File: config.mk
export PLATFORM = sky130hd
export DESIGN_NAME = flash_status_ctrl
export DESIGN_NICKNAME = d
export VERILOG_FILES = /design/src/rtl/fsc_pkg.sv /design/src/rtl/fsc_rdy_sync.sv /design/src/rtl/fsc_stat_reg.sv /design/src/rtl/fsc_bus_ctrl.sv /design/src/rtl/flash_status_ctrl.sv
export SDC_FILE = /design/constraint.sdc
export NUM_CORES = 1
export LEC_CHECK = 0
export BUFFER_PORTS_ARGS = -buffer_cell sky130_fd_sc_hd__buf_2
export CORE_MARGIN = 2
export CORE_UTILIZATION = 35
export DETAILED_ROUTE_END_ITERATION = 8
export SETUP_SLACK_MARGIN = 0.05
export SYNTH_ARGS = -nofsm -noshare
export SYNTH_HDL_FRONTEND = slang
export SYNTH_SLANG_ARGS = --single-unit
File: constraint.sdc
create_clock -name clk -period 3.65 [get_ports clk]
set_input_delay 0.1825 -clock clk [delete_from_list [all_inputs] [get_ports clk]]
set_output_delay 0.1825 -clock clk [all_outputs]
set_load 0.02 [all_outputs]
File: src/rtl/fsc_pkg.sv
package fsc_pkg;
  typedef enum logic [0:0] {
    BS_IDLE   = 1'b0,
    BS_RDWAIT = 1'b1
  } bus_state_e;

  typedef enum logic [1:0] {
    TGT_NONE  = 2'd0,
    TGT_ARRAY = 2'd1,
    TGT_STAT  = 2'd2
  } target_e;

  localparam int STAT_RDY_BIT    = 0;
  localparam int STAT_RDYINT_BIT = 1;
  localparam int STAT_INTE_BIT   = 2;
endpackage

File: src/rtl/fsc_rdy_sync.sv
module fsc_rdy_sync #(
  parameter int STAGES = 2
) (
  input  logic clk,
  input  logic rst_n,
  input  logic rdy_async,
  output logic rdy_sync,
  output logic ready_rise
);
  logic [STAGES-1:0] chain_q, chain_d;
  logic              prev_q, prev_d;

  generate
    if (STAGES == 1) begin : g_one
      always_comb chain_d = rdy_async;
    end else begin : g_many
      always_comb chain_d = {chain_q[STAGES-2:0], rdy_async};
    end
  endgenerate

  always_comb prev_d = chain_q[STAGES-1];

  // Reset to the ready value so a flash that is ready at reset gives no edge.
  always_ff @(posedge clk or negedge rst_n) begin
    if (!rst_n) begin
      chain_q <= '1;
      prev_q  <= 1'b1;
    end else begin
      chain_q <= chain_d;
      prev_q  <= prev_d;
    end
  end

  assign rdy_sync   = chain_q[STAGES-1];
  assign ready_rise = chain_q[STAGES-1] & ~prev_q;

  assert_rise_single_R7: assert property (@(posedge clk) disable iff (!rst_n)
    ready_rise |=> !ready_rise);
endmodule

File: src/rtl/fsc_stat_reg.sv
module fsc_stat_reg import fsc_pkg::*; #(
  parameter int DATA_W = 16
) (
  input  logic              clk,
  input  logic              rst_n,
  input  logic              rdy_sync,
  input  logic              ready_rise,
  input  logic              wr_en,
  input  logic              wr_rdyint,
  input  logic              wr_inte,
  output logic [DATA_W-1:0] stat_word,
  output logic              irq
);
  logic rdyint_q, rdyint_d;
  logic inte_q, inte_d;
  logic rdyint_en, inte_en;

  always_comb begin
    inte_en   = wr_en;
    inte_d    = wr_inte;
    // A completion edge wins over a software clear in the same cycle.
    rdyint_en = ready_rise | (wr_en & ~wr_rdyint);
    rdyint_d  = ready_rise;
  end

  always_ff @(posedge clk or negedge rst_n) begin
    if (!rst_n) begin
      rdyint_q <= 1'b0;
      inte_q   <= 1'b0;
    end else begin
      if (rdyint_en) rdyint_q <= rdyint_d;
      if (inte_en)   inte_q   <= inte_d;
    end
  end

  always_comb begin
    stat_word                  = '0;
    stat_word[STAT_RDY_BIT]    = rdy_sync;
    stat_word[STAT_RDYINT_BIT] = rdyint_q;
    stat_word[STAT_INTE_BIT]   = inte_q;
  end

  assign irq = rdyint_q & inte_q;

  assert_set_on_edge_R10: assert property (@(posedge clk) disable iff (!rst_n)
    ready_rise |=> rdyint_q);
  assert_no_spurious_set_R7: assert property (@(posedge clk) disable iff (!rst_n)
    (!ready_rise && !rdyint_q) |=> !rdyint_q);
  assert_inte_clear_drops_irq_R9: assert property (@(posedge clk) disable iff (!rst_n)
    (wr_en && !wr_inte) |=> !irq);
  assert_flag_clear_drops_irq_R9: assert property (@(posedge clk) disable iff (!rst_n)
    (wr_en && !wr_rdyint && !ready_rise) |=> !irq);
endmodule

File: src/rtl/fsc_bus_ctrl.sv
module fsc_bus_ctrl import fsc_pkg::*; #(
  parameter int              ADDR_W     = 16,
  parameter int              DATA_W     = 16,
  parameter int              WIN_LOG2   = 12,
  parameter logic [ADDR_W-1:0] FLASH_BASE = '0,
  parameter logic [ADDR_W-1:0] STAT_ADDR  = 16'h8000
) (
  input  logic              clk,
  input  logic              rst_n,
  input  logic              bus_req,
  input  logic              bus_we,
  input  logic              bus_word,
  input  logic [ADDR_W-1:0] bus_addr,
  input  logic [DATA_W-1:0] bus_wdata,
  output logic [DATA_W-1:0] bus_rdata,
  output logic              bus_ack,
  output logic              bus_err,
  input  logic              rdy_sync,
  input  logic [DATA_W-1:0] stat_word,
  input  logic [DATA_W-1:0] fl_seq_flag,
  input  logic [DATA_W-1:0] fl_rd_data,
  output logic              fl_rd_en,
  output logic [ADDR_W-1:0] fl_rd_addr,
  output logic              cmd_stb,
  output logic [ADDR_W-1:0] cmd_addr,
  output logic [DATA_W-1:0] cmd_data,
  output logic              stat_wr_en,
  output logic              stat_wr_rdyint,
  output logic              stat_wr_inte
);
  localparam int TAG_MSB = ADDR_W - 1;

  bus_state_e        state_q, state_d;
  target_e           tgt;
  logic              start;
  logic              ack_q, ack_d;
  logic              err_q, err_d;
  logic [DATA_W-1:0] rdata_q, rdata_d;
  logic              rdata_en;
  logic [ADDR_W-1:0] raddr_q;
  logic              raddr_en;
  logic              stb_q, stb_d;
  logic              cmd_en;
  logic [ADDR_W-1:0] cmd_addr_q;
  logic [DATA_W-1:0] cmd_data_q;

  always_comb begin
    if (bus_addr[TAG_MSB:WIN_LOG2] == FLASH_BASE[TAG_MSB:WIN_LOG2]) tgt = TGT_ARRAY;
    else if (bus_addr == STAT_ADDR)                                   tgt = TGT_STAT;
    else                                                              tgt = TGT_NONE;
  end

  assign start = (state_q == BS_IDLE) && bus_req && !ack_q;

  always_comb begin
    state_d  = state_q;
    ack_d    = 1'b0;
    err_d    = 1'b0;
    rdata_en = 1'b0;
    rdata_d  = '0;
    raddr_en = 1'b0;
    stb_d    = 1'b0;
    cmd_en   = 1'b0;
    unique case (state_q)
      BS_IDLE: begin
        if (start) begin
          unique case (tgt)
            TGT_ARRAY: begin
              if (!bus_we && !bus_word) begin
                state_d  = BS_RDWAIT;
                raddr_en = 1'b1;
              end else if (!bus_we) begin
                ack_d    = 1'b1;
                err_d    = 1'b1;
                rdata_en = 1'b1;
              end else begin
                ack_d    = 1'b1;
                rdata_en = 1'b1;
                stb_d    = rdy_sync;
                cmd_en   = rdy_sync;
              end
            end
            TGT_STAT: begin
              ack_d    = 1'b1;
              rdata_en = 1'b1;
              rdata_d  = bus_we ? '0 : stat_word;
            end
            default: begin
              ack_d    = 1'b1;
              rdata_en = 1'b1;
            end
          endcase
        end
      end
      BS_RDWAIT: begin
        state_d  = BS_IDLE;
        ack_d    = 1'b1;
        rdata_en = 1'b1;
        rdata_d  = rdy_sync ? fl_rd_data : fl_seq_flag;
      end
      default: state_d = BS_IDLE;
    endcase
  end

  always_ff @(posedge clk or negedge rst_n) begin
    if (!rst_n) begin
      state_q    <= BS_IDLE;
      ack_q      <= 1'b0;
      err_q      <= 1'b0;
      stb_q      <= 1'b0;
      rdata_q    <= '0;
      raddr_q    <= '0;
      cmd_addr_q <= '0;
      cmd_data_q <= '0;
    end else begin
      state_q <= state_d;
      ack_q   <= ack_d;
      err_q   <= err_d;
      stb_q   <= stb_d;
      if (rdata_en) rdata_q <= rdata_d;
      if (raddr_en) raddr_q <= bus_addr;
      if (cmd_en) begin
        cmd_addr_q <= bus_addr;
        cmd_data_q <= bus_wdata;
      end
    end
  end

  assign bus_ack    = ack_q;
  assign bus_err    = err_q;
  assign bus_rdata  = rdata_q;
  assign fl_rd_en   = (state_q == BS_RDWAIT);
  assign fl_rd_addr = raddr_q;
  assign cmd_stb    = stb_q;
  assign cmd_addr   = cmd_addr_q;
  assign cmd_data   = cmd_data_q;

  assign stat_wr_en     = start && (tgt == TGT_STAT) && bus_we;
  assign stat_wr_rdyint = bus_wdata[STAT_RDYINT_BIT];
  assign stat_wr_inte   = bus_wdata[STAT_INTE_BIT];

  assert_ack_pulse_R1: assert property (@(posedge clk) disable iff (!rst_n)
    bus_ack |=> !bus_ack);
  assert_read_one_wait_R1: assert property (@(posedge clk) disable iff (!rst_n)
    fl_rd_en |=> (bus_ack && !fl_rd_en));
  assert_err_with_ack_R2: assert property (@(posedge clk) disable iff (!rst_n)
    bus_err |-> (bus_ack && !fl_rd_en));
  assert_cmd_with_ack_R5: assert property (@(posedge clk) disable iff (!rst_n)
    cmd_stb |-> (bus_ack && !bus_err));
  assert_no_cmd_busy_R6: assert property (@(posedge clk) disable iff (!rst_n)
    cmd_stb |-> $past(rdy_sync));
endmodule

File: src/rtl/flash_status_ctrl.sv
module flash_status_ctrl import fsc_pkg::*; #(
  parameter int              ADDR_W      = 16,
  parameter int              DATA_W      = 16,
  parameter int              WIN_LOG2    = 12,
  parameter logic [ADDR_W-1:0] FLASH_BASE  = '0,
  parameter logic [ADDR_W-1:0] STAT_ADDR   = 16'h8000,
  parameter int              SYNC_STAGES = 2
) (
  input  logic              clk,
  input  logic              rst_n,
  input  logic              bus_req,
  input  logic              bus_we,
  input  logic              bus_word,
  input  logic [ADDR_W-1:0] bus_addr,
  input  logic [DATA_W-1:0] bus_wdata,
  output logic [DATA_W-1:0] bus_rdata,
  output logic              bus_ack,
  output logic              bus_err,
  input  logic              fl_ready,
  input  logic [DATA_W-1:0] fl_seq_flag,
  output logic              fl_rd_en,
  output logic [ADDR_W-1:0] fl_rd_addr,
  input  logic [DATA_W-1:0] fl_rd_data,
  output logic              cmd_stb,
  output logic [ADDR_W-1:0] cmd_addr,
  output logic [DATA_W-1:0] cmd_data,
  output logic              irq
);
  logic [1:0]        rst_pipe_q;
  logic              rst_int_n;
  logic              rdy_sync;
  logic              ready_rise;
  logic [DATA_W-1:0] stat_word;
  logic              stat_wr_en;
  logic              stat_wr_rdyint;
  logic              stat_wr_inte;

  // Asynchronous assertion, synchronous release.
  always_ff @(posedge clk or negedge rst_n) begin
    if (!rst_n) rst_pipe_q <= 2'b00;
    else        rst_pipe_q <= {rst_pipe_q[0], 1'b1};
  end
  assign rst_int_n = rst_pipe_q[1];

  fsc_rdy_sync #(.STAGES(SYNC_STAGES)) u_sync (
    .clk       (clk),
    .rst_n     (rst_int_n),
    .rdy_async (fl_ready),
    .rdy_sync  (rdy_sync),
    .ready_rise(ready_rise)
  );

  fsc_stat_reg #(.DATA_W(DATA_W)) u_stat (
    .clk       (clk),
    .rst_n     (rst_int_n),
    .rdy_sync  (rdy_sync),
    .ready_rise(ready_rise),
    .wr_en     (stat_wr_en),
    .wr_rdyint (stat_wr_rdyint),
    .wr_inte   (stat_wr_inte),
    .stat_word (stat_word),
    .irq       (irq)
  );

  fsc_bus_ctrl #(
    .ADDR_W    (ADDR_W),
    .DATA_W    (DATA_W),
    .WIN_LOG2  (WIN_LOG2),
    .FLASH_BASE(FLASH_BASE),
    .STAT_ADDR (STAT_ADDR)
  ) u_bus (
    .clk           (clk),
    .rst_n         (rst_int_n),
    .bus_req       (bus_req),
    .bus_we        (bus_we),
    .bus_word      (bus_word),
    .bus_addr      (bus_addr),
    .bus_wdata     (bus_wdata),
    .bus_rdata     (bus_rdata),
    .bus_ack       (bus_ack),
    .bus_err       (bus_err),
    .rdy_sync      (rdy_sync),
    .stat_word     (stat_word),
    .fl_seq_flag   (fl_seq_flag),
    .fl_rd_data    (fl_rd_data),
    .fl_rd_en      (fl_rd_en),
    .fl_rd_addr    (fl_rd_addr),
    .cmd_stb       (cmd_stb),
    .cmd_addr      (cmd_addr),
    .cmd_data      (cmd_data),
    .stat_wr_en    (stat_wr_en),
    .stat_wr_rdyint(stat_wr_rdyint),
    .stat_wr_inte  (stat_wr_inte)
  );

  assert_irq_needs_inte_R8: assert property (@(posedge clk) disable iff (!rst_int_n)
    irq |-> stat_word[STAT_INTE_BIT] && stat_word[STAT_RDYINT_BIT]);
  assert_reset_quiet_R11: assert property (@(posedge clk) disable iff (!rst_n)
    !rst_int_n |-> !irq);
endmodule

## After elaboration in Yosys (flattened, before gate mapping)

Index checks and enable logic that the tools add are counted.

- Register bits: 75
- Input port bits: 70
- Output and inout port bits: 69
- Logic and storage cells: 58

- Eq/ne operators: 3
- Multiplexer cells: 26
- Bitwise operators: 7
- Reduce and logical (&&, ||, !) cells: 9

Operators with widths:

| cell | count |
|---|---|
| $mux 16 | 3 |
| $pmux 16 s2 | 1 |
| $mux 1 | 17 |
| $eq 16x16->1 const B | 1 |
| $logic_and 1x1->1 | 5 |
| $logic_not 4->1 | 1 |
| $mux 2 | 2 |
| $pmux 1 s2 | 2 |
| $and 1x1->1 | 3 |
| $logic_not 1->1 | 3 |
| $mux 3 | 1 |
| $not 1->1 | 3 |
| $eq 2x1->1 const B | 1 |
| $eq 2x2->1 const B | 1 |
| $or 1x1->1 | 1 |

## Longest topological paths before layout

Gate-level depths: netlist of the first run.

- Depth in word-level cells: 8
- Gate-level depth with buffers: 6
- Mapped depth without buffers: 4

## Modules after synthesis

From an unflattened synthesis of the first run, not the netlist that was laid out.

- Cell total of the unflattened synthesis: 282
- Area, all modules: 3,412.0 um^2

By module, submodules not included:

| module | instances | cells an instance | area each (um^2) | seq. area each (um^2) |
|---|---|---|---|---|
| fsc_bus_ctrl | 1 | 252 | 3,056.7 | 1,701.6 |
| fsc_stat_reg | 1 | 23 | 209.0 | 50.0 |
| fsc_rdy_sync | 1 | 4 | 92.6 | 78.8 |
| flash_status_ctrl | 1 | 3 | 53.8 | 50.0 |

## Least setup slack after synthesis of the first run

Ideal clock, no wire load.

- Path type: reg-to-reg
- Start: register u_bus.state_q (netlist: u_bus.fl_rd_en)
- End: register u_bus.cmd_addr_q[0] (netlist: u_bus.cmd_addr[0])
- Library setup time: 0.125 ns
- Data arrival time: 1.807 ns
- Data required time: 3.525 ns
- Slack: 1.718 ns
- Cell stages (with the launch flop): 7
- Buffers on the path: 2
- Clock period less this slack: 1.932 ns
- Cell sequence: dfrtp_1 > buf_6 > or3b_4 > nor2_4 > nand4b_4 > buf_6 > mux2_4

- Longest elaborated chain between the ends: 5

RTL lines:

| item | line | text |
|---|---|---|
| from (decl) | fsc_bus_ctrl.sv:33 | `bus_state_e state_q, state_d;` |
| from (signal assigned) | fsc_bus_ctrl.sv:116 | `state_q <= state_d;` |
| $not 1->1 | fsc_bus_ctrl.sv:53 | `assign start = (state_q == BS_IDLE) && bus_req && !ack_q;` |
| $logic_and 1x1->1 (2 in series) | fsc_bus_ctrl.sv:53 |  |
| $mux 1 | fsc_bus_ctrl.sv:66 | `if (start) begin` |
| $mux 1 (*) | fsc_bus_ctrl.sv:64 | `unique case (state_q)` |
| to (signal assigned) | fsc_bus_ctrl.sv:123 | `cmd_addr_q <= bus_addr;` |
| to (decl) | fsc_bus_ctrl.sv:44 | `logic [ADDR_W-1:0] cmd_addr_q;` |

Every way passes the cells marked *; elsewhere a longest branch is shown, timed or not.
A chain may end at the register's enable or synchronous reset.

## Final worst setup path of the first run

- Start: register u_bus.state_q (netlist: u_bus.fl_rd_en)
- End: register u_bus.cmd_data_q[9] (netlist: u_bus.cmd_data[9])

- Longest elaborated chain between the ends: 5

RTL lines:

| item | line | text |
|---|---|---|
| $not 1->1 | fsc_bus_ctrl.sv:53 |  |
| $logic_and 1x1->1 (2 in series) | fsc_bus_ctrl.sv:53 |  |
| $mux 1 | fsc_bus_ctrl.sv:66 |  |
| $mux 1 (*) | fsc_bus_ctrl.sv:64 |  |
| to (signal assigned) | fsc_bus_ctrl.sv:124 | `cmd_data_q <= bus_wdata;` |
| to (decl) | fsc_bus_ctrl.sv:45 | `logic [DATA_W-1:0] cmd_data_q;` |

Marked as above.

==> results of run 1 <==
## power groups by stage
stage	clock network [mW]	logic (mW)	registers (mW)
after global placement	0	0.251	0.945
after global routing	0.758	0.273	0.940
after detailed placement	0	0.256	0.946
after CTS	0.719	0.258	0.931
after floorplan	0	0.0917	0.998
final	0.692	0.254	0.929
## registers in the layout (all words and copies together), names as in the netlist
| signal | flops |
|---|---|
| u_sync.chain_q | 2 |
| u_bus.cmd_addr | 16 |
| u_bus.cmd_stb | 1 |
| u_bus.fl_rd_addr | 16 |
| u_stat.rdyint_q | 1 |
| rst_pipe_q | 2 |
| u_bus.bus_rdata | 16 |
| u_sync.prev_q | 1 |
| u_bus.cmd_data | 16 |
| u_bus.fl_rd_en | 1 |
| u_bus.bus_ack | 1 |
| u_bus.bus_err | 1 |
| u_stat.inte_q | 1 |
## stage by stage
| stage | setup WS [ns] | area, sq um | utilization (%) | total power [mW] |
|---|---|---|---|---|
| finish | 1.03 | 4100 | 47.5 | 1.88 |
| global route | 0.887 | 4100 | 47.5 | 1.97 |
| CTS | 0.985 | 4100 | 47.5 | 1.91 |
| detailed placement | 0.985 | 3860 | 44.8 | 1.20 |
| global placement | 1.09 | 3860 | 44.8 | 1.20 |
| floorplan | 1.41 | 3100 | - | 1.09 |
## Yosys cell counts, drive strengths merged
master	n
or4	3
nor4	2
buf	5
o22ai	1
a22o	13
a22oi	3
o31ai	3
or3	1
nand4b	2
or3b	1
nand3b	2
and3	1
nor2	3
clkbuf	5
inv	6
nor2b	1
o2bb2ai	1
conb	1
mux2	57
nand3	1
dfstp	3
dfrtp	72
and2	8
nand2b	1
## final timing paths
path                                         from                  to  slack (ns)  cells after the start
worst max-delay path               u_bus.fl_rd_en   u_bus.cmd_data[9]        1.03                      4
worst min-delay path                 bus_wdata[3]   u_bus.cmd_data[3]        0.07                      2
worst max register to register     u_bus.fl_rd_en   u_bus.cmd_data[9]        1.03                      4
worst min register to register  u_sync.chain_q[0]   u_sync.chain_q[1]        0.36                      0
max in group asynchronous           rst_pipe_q[1]  u_bus.cmd_data[11]        2.59                      0
min in group asynchronous                   rst_n       rst_pipe_q[0]        0.17                      2
## routing by layer
layer  GRT usage [%]  part of all wire [%]  vias up  wire [microns]
li1                -                     -      984               -
met1            18.5                    43      999            2910
met2            22.4                    46       85            3070
met3            5.65                   9.1       10             609
met4            5.45                   1.6        0             109
met5               0                     0        -               0
## cell families (layout without fill, tap and decap cells)
kind of cell,after synthesis,count (layout),share of synthesized area (%)
AO/OA/AOI/OAI,21,21,5.62
multiplexers,57,57,23.8
buffers and inverters,16,163,2.95
AND/OR/NAND/NOR,26,26,6.83
flip-flops,75,75,60.7
other,1,1,0.121
## what timing repair did
action                                 CTS  global route
hold buffers                             2             0
endpoints found under the hold margin    3             0
buffers inserted                         0             0
## worst max-delay path: cells and delay by family (launching register included)
kind	cells	cell delay, ns
AND/OR/NAND/NOR	3	1.32
flip-flops	1	0.62
multiplexers	1	0.54
## area by class of cell
cell class | count | area share [%]
tap | 108 | 3.29
inverter | 6 | 0.549
timing repair buffer | 141 | 17.5
sequential | 75 | 45.9
clock buffer | 11 | 3.45
multi-input combinational | 105 | 27.4
clock inverter | 5 | 1.89
==> flow_summary.json, run 1 <==
{
  "outcome": "finished, final reports clean",
  "seq_area_sq_um": 1880,
  "grt_overflow": 0,
  "start_kind": "register",
  "final_cell_mix": "138 x buf_2, 71 x dfrtp_1, 31 x mux2_2",
  "diodes": 0,
  "worstSkewPairLatency_ns": 0.34,
  "cp-end-kind": "register",
  "firstDrtPassIters": 4,
  "cts_tree": "done",
  "hold_violations": 0,
  "nets": 408,
  "root_buffer": "clkbuf_8",
  "setup-tns-final_ns": 0,
  "switching_share_pct": 24.5,
  "fmax_mhz": 381,
  "clk_pin_slew_ns": 0.07,
  "fillers": 840,
  "dieHeight_microns": 98.1,
  "crit_type": "register to register",
  "drc_errors": 0,
  "wire_per_inst_microns": 14.9,
  "vias": 2078,
  "worstMarginPinSlew_ns": 0.916,
  "synth.avg_cell_area_sq_um": 15.8,
  "drive_gt1_share_pct": 63.8,
  "synth-seq-cells": 75,
  "die_w_microns": 98.1,
  "synth_area_sq_um": 3100,
  "crit_path_cell_trace": "or3b_4 -> nor2_4 -> nand4b_4 -> mux2_4",
  "wirelength_microns": 6700,
  "leakage_nw": 2.36,
  "rsz0062_at_grt": "false",
  "cp_max_fo": 33,
  "synth_top_area_share_pct": 58.2,
  "crit_arrival_ns": 2.84,
  "peakVddDrop_uv": 199,
  "setup_viol": 0,
  "ys_top_cells_by_area": "dfrtp_1 58%, mux2_4 12%, mux2_2 11%",
  "grt_pass1_vias": 2146,
  "slew_headroom_pct": 38.9,
  "io_buffers": 138,
  "yosys.area.top_type": "dfrtp_1",
  "mappedNetlistNets": 266,
  "finalCritPeriodShare_pct": 71.8,
  "powerDensity_nw_per_um2": 457,
  "hold_slack_ns": 0.0696,
  "p_seq_share_pct": 49.6,
  "grt_pass1_wl_microns": 10800,
  "initial_core_util_pct": 35.9,
  "place_congestion": 0.702,
  "cts.path.max_buffers": 2,
  "p_sw_mw": 0.459,
  "dp_hpwl_microns": 4830,
  "period_needed_ns": 2.62,
  "stdcell_count": 451,
  "comb_power_share_pct": 13.5,
  "finClkSkew_ns": 0.00810,
  "drt_iter0_drc": 37,
  "core_area_sq_um": 8640,
  "antenna_found_initial": 0,
  "p_clk_share_pct": 36.9,
  "dp.cells": 433,
  "syn-instance-count": 196,
  "synth.distinct_cells": 31,
  "cts.sinks": 75,
  "internal-power_mw": 1.42,
  "fp-row-count": 34,
  "multi_input_area_sq_um": 1120,
  "ys_warn_count": 0,
  "slew_viol_final": 0,
  "final_common_cell": "buf_2",
  "grt_usage_pct": 14.5,
  "grt_max_degree": 74,
  "maxCapViolCount": 0,
  "cts.htree.levels": 3,
  "critPathRequiredTime_ns": 3.87,
  "area_growth_pct": 32.5,
  "critPathSlowestCell": "nand4b_4",
  "ioPinCount": 139,
  "slowest_delay_ns": 0.64,
  "post_cts_resized": 0,
  "numCtsBuffers": 9,
  "hold_class": "input port to register",
  "via_per_inst": 4.61,
  "antenna_left": 0,
  "dieArea_sq_um": 9620,
  "ys_seq_area_share_pct": 60.7
}
Power figures use the tool's default switching activity.
==> run 2, diff against run 1 <==
==> constraint.sdc (replaced) <==
create_clock -name clk -period 2.2 [get_ports clk]
set_input_delay 0.11 -clock clk [delete_from_list [all_inputs] [get_ports clk]]
set_output_delay 0.11 -clock clk [all_outputs]
set_load 0.02 [all_outputs]
==> flow_summary.json, run 2 (synthesized netlist as in run 1, its figures left out) <==
{
  "antenna_left": 0,
  "period_needed_ns": 1.80,
  "p_seq_share_pct": 48.3,
  "crit_type": "register to register",
  "core_area_sq_um": 8640,
  "drt_iter0_drc": 42,
  "cts.path.max_buffers": 2,
  "cp_max_fo": 18,
  "crit_path_cell_trace": "or3b_4 -> nor2_4 -> nand4b_4 -> buf_4 -> mux2_4",
  "grt_max_degree": 41,
  "place_congestion": 0.735,
  "ioPinCount": 139,
  "worstMarginPinSlew_ns": 0.529,
  "comb_power_share_pct": 14.5,
  "final_common_cell": "buf_2",
  "powerDensity_nw_per_um2": 734,
  "critPathSlowestCell": "or3b_4",
  "rsz0062_at_grt": "false",
  "fp-row-count": 34,
  "cts.sinks": 75,
  "switching_share_pct": 24.2,
  "cp-end-kind": "register",
  "internal-power_mw": 2.40,
  "leakage_nw": 2.46,
  "initial_core_util_pct": 35.9,
  "p_sw_mw": 0.767,
  "dieArea_sq_um": 9620,
  "area_growth_pct": 39.4,
  "wirelength_microns": 6840,
  "grt_pass1_vias": 2261,
  "slowest_delay_ns": 0.42,
  "slew_viol_final": 0,
  "finClkSkew_ns": 0.00884,
  "path_delay_family": "simple AND/OR/NAND/NOR gates",
  "hold_buffers": 17,
  "p_clk_share_pct": 37.1,
  "worstSkewPairLatency_ns": 0.34,
  "firstDrtPassIters": 4,
  "finish.utilization_pct": 50.0,
  "dp.cells": 438,
  "slew_headroom_pct": 64.7,
  "hold_class": "input port to register",
  "wire_per_inst_microns": 14.5,
  "setup-tns-final_ns": 0,
  "via_per_inst": 4.60,
  "cts_tree": "done",
  "clk_pin_slew_ns": 0.08,
  "grt_pass1_wl_microns": 11500,
  "final_cell_mix": "138 x buf_2, 71 x dfrtp_1, 31 x mux2_2",
  "io_buffers": 138,
  "maxCapViolCount": 0,
  "start_kind": "register",
  "finalCritPeriodShare_pct": 81.6,
  "drive_gt1_share_pct": 62.2,
  "post_cts_buffers": 0,
  "peakVddDrop_uv": 418,
  "critPathRequiredTime_ns": 2.42,
  "crit_arrival_ns": 2.01,
  "dieHeight_microns": 98.1,
  "diodes": 0,
  "post_cts_resized": 0,
  "cts.htree.levels": 3,
  "antenna_found_initial": 0,
  "stdcell_count": 470,
  "setup_viol": 0,
  "grt_overflow": 0,
  "root_buffer": "clkbuf_8",
  "outcome": "finished, final reports clean",
  "path_buf_inv": 1,
  "hold_violations": 0,
  "die_w_microns": 98.1,
  "drc_errors": 0,
  "fmax_mhz": 557,
  "grt_usage_pct": 15.0,
  "vias": 2160,
  "dp_hpwl_microns": 4840,
  "numCtsBuffers": 9,
  "nets": 428
}
run 2: changes by cell type in the layout (fill, tap and decap cells not counted):
cell,change
clkinv_2,-1
dlygate4sd3_1,+15
buf_12,+1
o22ai_1,-1
clkbuf_1,-1
o22ai_2,+1
clkbuf_8,+1
clkinv_4,+1
buf_4,+4
clkinvlp_4,-1
run 2: worst register-to-register path: stages (launching register included):
cell      delay, ns
dfrtp_1        0.38
or3b_4         0.42
nor2_4         0.16
nand4b_4       0.11
buf_4          0.26
mux2_4         0.35
run 2: routing by layer:
metal	GRT usage (%)	up-vias	routed length (microns)
met5	0	-	0
met4	5.77	0	114
met3	5.15	10	569
met2	22.9	91	3120
met1	19.8	1036	3040
li1	-	1023	-
run 2: through the flow:
step	cell area, sq um	total power, mW	hold slack [ns]	setup WS, ns
floorplan	3100	1.81	-0.186	0.268
global placement	3920	1.99	-0.103	0.373
detailed placement	3920	2.00	-0.103	0.383
CTS	4320	3.23	0.000769	0.393
global route	4320	3.32	0.00316	0.324
finish	4320	3.17	0.0264	0.405
run 2: final cells by class:
class / instances / area (sq um)
Clock buffer: 11 / 151
Clock inverter: 4 / 73.8
Fill cell: 810 / 4320
Inverter: 6 / 22.5
Multi-Input combinational cell: 105 / 1130
Sequential cell: 75 / 1880
Tap cell: 108 / 135
Timing Repair Buffer: 161 / 918
run 2: power by group through the flow:
stage	clock [mW]	combinational (mW)	sequential, mW
finish	1.18	0.460	1.53
CTS	1.23	0.465	1.53
global route	1.28	0.494	1.55
floorplan	0	0.152	1.66
detailed placement	0	0.442	1.56
global placement	0	0.435	1.56
run 2: path summary, 6_finish.rpt:
path | start | endpoint | slack (ns) | cells after the start
setup / recovery | u_bus.fl_rd_en | u_bus.cmd_data[11] | 0.40 | 5
max in group asynchronous | rst_pipe_q[1] | u_bus.cmd_addr[10] | 1.33 | 1
min in group asynchronous | rst_n | rst_pipe_q[1] | 0.10 | 2
hold reg to reg | rst_pipe_q[1] | u_stat.inte_q | 0.31 | 0
hold / removal | bus_addr[2] | u_bus.cmd_addr[2] | 0.03 | 2
setup reg to reg | u_bus.fl_rd_en | u_bus.cmd_data[11] | 0.40 | 5
==> run 3, diff against run 2 <==
==> constraint.sdc (replaced) <==
create_clock -name clk -period 1.5 [get_ports clk]
set_input_delay 0.075 -clock clk [delete_from_list [all_inputs] [get_ports clk]]
set_output_delay 0.075 -clock clk [all_outputs]
set_load 0.02 [all_outputs]
==> flow_summary.json, run 3 (synthesized netlist as in run 1, its figures left out) <==
{
  "fin_ws_ns": -0.223,
  "nets": 459,
  "power_mw": 4.92,
  "wire_per_inst_microns": 14.9,
  "grt_pass1_vias": 2399,
  "start_kind": "register",
  "path_buf_inv": 1,
  "outcome": "finished, violations left",
  "setup_viol": 68,
  "core_area_sq_um": 8640,
  "powerDensity_nw_per_um2": 1040,
  "cts_tree": "done",
  "diodes": 0,
  "drt_iter0_drc": 65,
  "maxCapViolCount": 0,
  "grt_overflow": 0,
  "vias": 2301,
  "slew_headroom_pct": 58.5,
  "crit_path_cell_trace": "or3b_4 -> nor2_4 -> nand4b_4 -> buf_12 -> mux2_4",
  "wirelength_microns": 7460,
  "antenna_left": 0,
  "area_growth_pct": 52.8,
  "place_ws_ns": -0.250,
  "clk_pin_slew_ns": 0.08,
  "peakVddDrop_uv": 710,
  "period_needed_ns": 1.72,
  "dp_hpwl_microns": 5010,
  "cp_max_fo": 18,
  "grt_usage_pct": 16.1,
  "dieArea_sq_um": 9620,
  "place_congestion": 0.774,
  "die_w_microns": 98.1,
  "slowest_delay_ns": 0.41,
  "io_buffers": 138,
  "fmax_mhz": 581,
  "final_common_cell": "buf_2",
  "fp-row-count": 34,
  "critPathRequiredTime_ns": 1.74,
  "setup-tns-final_ns": -10.69,
  "worstSkewPairLatency_ns": 0.35,
  "critPathSlowestCell": "or3b_4",
  "leakage_nw": 2.71,
  "cts.path.max_buffers": 2,
  "drc_errors": 0,
  "reg2reg_depth": 5,
  "hold_violations": 0,
  "finalCritPeriodShare_pct": 115,
  "crit_type": "register to register",
  "violations": "setup timing",
  "cp.depth": 5,
  "cts.sinks": 75,
  "dieHeight_microns": 98.1,
  "place_area_sq_um": 4090,
  "stdcell_count": 502,
  "crit_arrival_ns": 1.96,
  "cp-end-kind": "register",
  "grt_pass1_wl_microns": 12100,
  "finClkSkew_ns": 0.0100,
  "ioPinCount": 139,
  "path_delay_family": "simple AND/OR/NAND/NOR gates",
  "via_per_inst": 4.58,
  "numCtsBuffers": 9,
  "root_buffer": "clkbuf_8",
  "worstHoldPathCells": 2,
  "rsz0062_at_grt": "true",
  "grt_max_degree": 29,
  "antenna_found_initial": 0,
  "final_design_area_no_fill_sq_um": 4730,
  "firstDrtPassIters": 4,
  "hold_class": "input port to register",
  "final_cell_mix": "138 x buf_2, 70 x dfrtp_1, 30 x mux2_2",
  "worstMarginPinSlew_ns": 0.620,
  "slew_viol_final": 0,
  "cts.htree.levels": 3,
  "initial_core_util_pct": 35.9,
  "drive_gt1_share_pct": 66.2,
  "dp.cells": 454
}
-- run 3: cell count changes in the layout (fill, tap and decap cells not counted), sizes merged --
cell / change
bufinv: +1
clkbuf: -1
dlygate4sd3: +6
buf: +23
clkinv: +1
nand3b: +2
-- run 3: layout make-up --
type / instances / area, sq um
fill: 737 / 3900
clock inverter: 6 / 113
clock buffer: 10 / 138
multi-input combinational: 107 / 1210
inverter: 6 / 22.5
tap: 108 / 135
sequential: 75 / 1890
timing repair buffer: 190 / 1230
-- run 3: stage by stage --
step	utilization (%)	hold slack, ns
6_report	54.8	0.0166
5_1_grt	54.8	0.0177
4_1_cts	54.4	0.00849
3_5_place_dp	47.4	-0.132
3_3_place_gp	47.4	-0.136
2_1_floorplan	-	-0.221
-- run 3: report_power, final --
| part | internal, mW | switching (mW) |
|---|---|---|
| clock | 1.15 | 0.763 |
| combinational | 0.410 | 0.364 |
| sequential | 2.15 | 0.0782 |
| total | 3.71 | 1.21 |
-- run 3: worst paths after layout --
check,slack (ns),end,from
max in group asynchronous,0.76,u_bus.fl_rd_en,rst_pipe_q[1]
worst max register to register,-0.22,u_bus.cmd_data[10],u_bus.fl_rd_en
worst min register to register,0.22,u_bus.bus_rdata[4],rst_pipe_q[1]
worst min-delay path,0.02,u_bus.cmd_addr[1],bus_addr[1]
min in group asynchronous,0.04,rst_pipe_q[0],rst_n
worst max-delay path,-0.22,u_bus.cmd_data[10],u_bus.fl_rd_en
-- run 3: per-layer routing --
layer,vias to the layer above,global-route usage (%),part of all wire (%)
met5,-,0,0
met4,0,5.13,1.2
met3,8,5.23,7.7
met2,88,25.1,46
met1,1115,21.6,45
li1,1090,-,-
-- run 3: timing repair --
| item | in CTS | in global routing |
|---|---|---|
| hold buffers | 23 | 0 |
| pin swaps | 9 | 1 |
| gates resized for setup | 10 | 5 |
| cloned | 2 | 0 |
| buffers inserted | 6 | 1 |
| hold endpoints to repair | 30 | 0 |
| endpoints found under the setup margin | 68 | 69 |
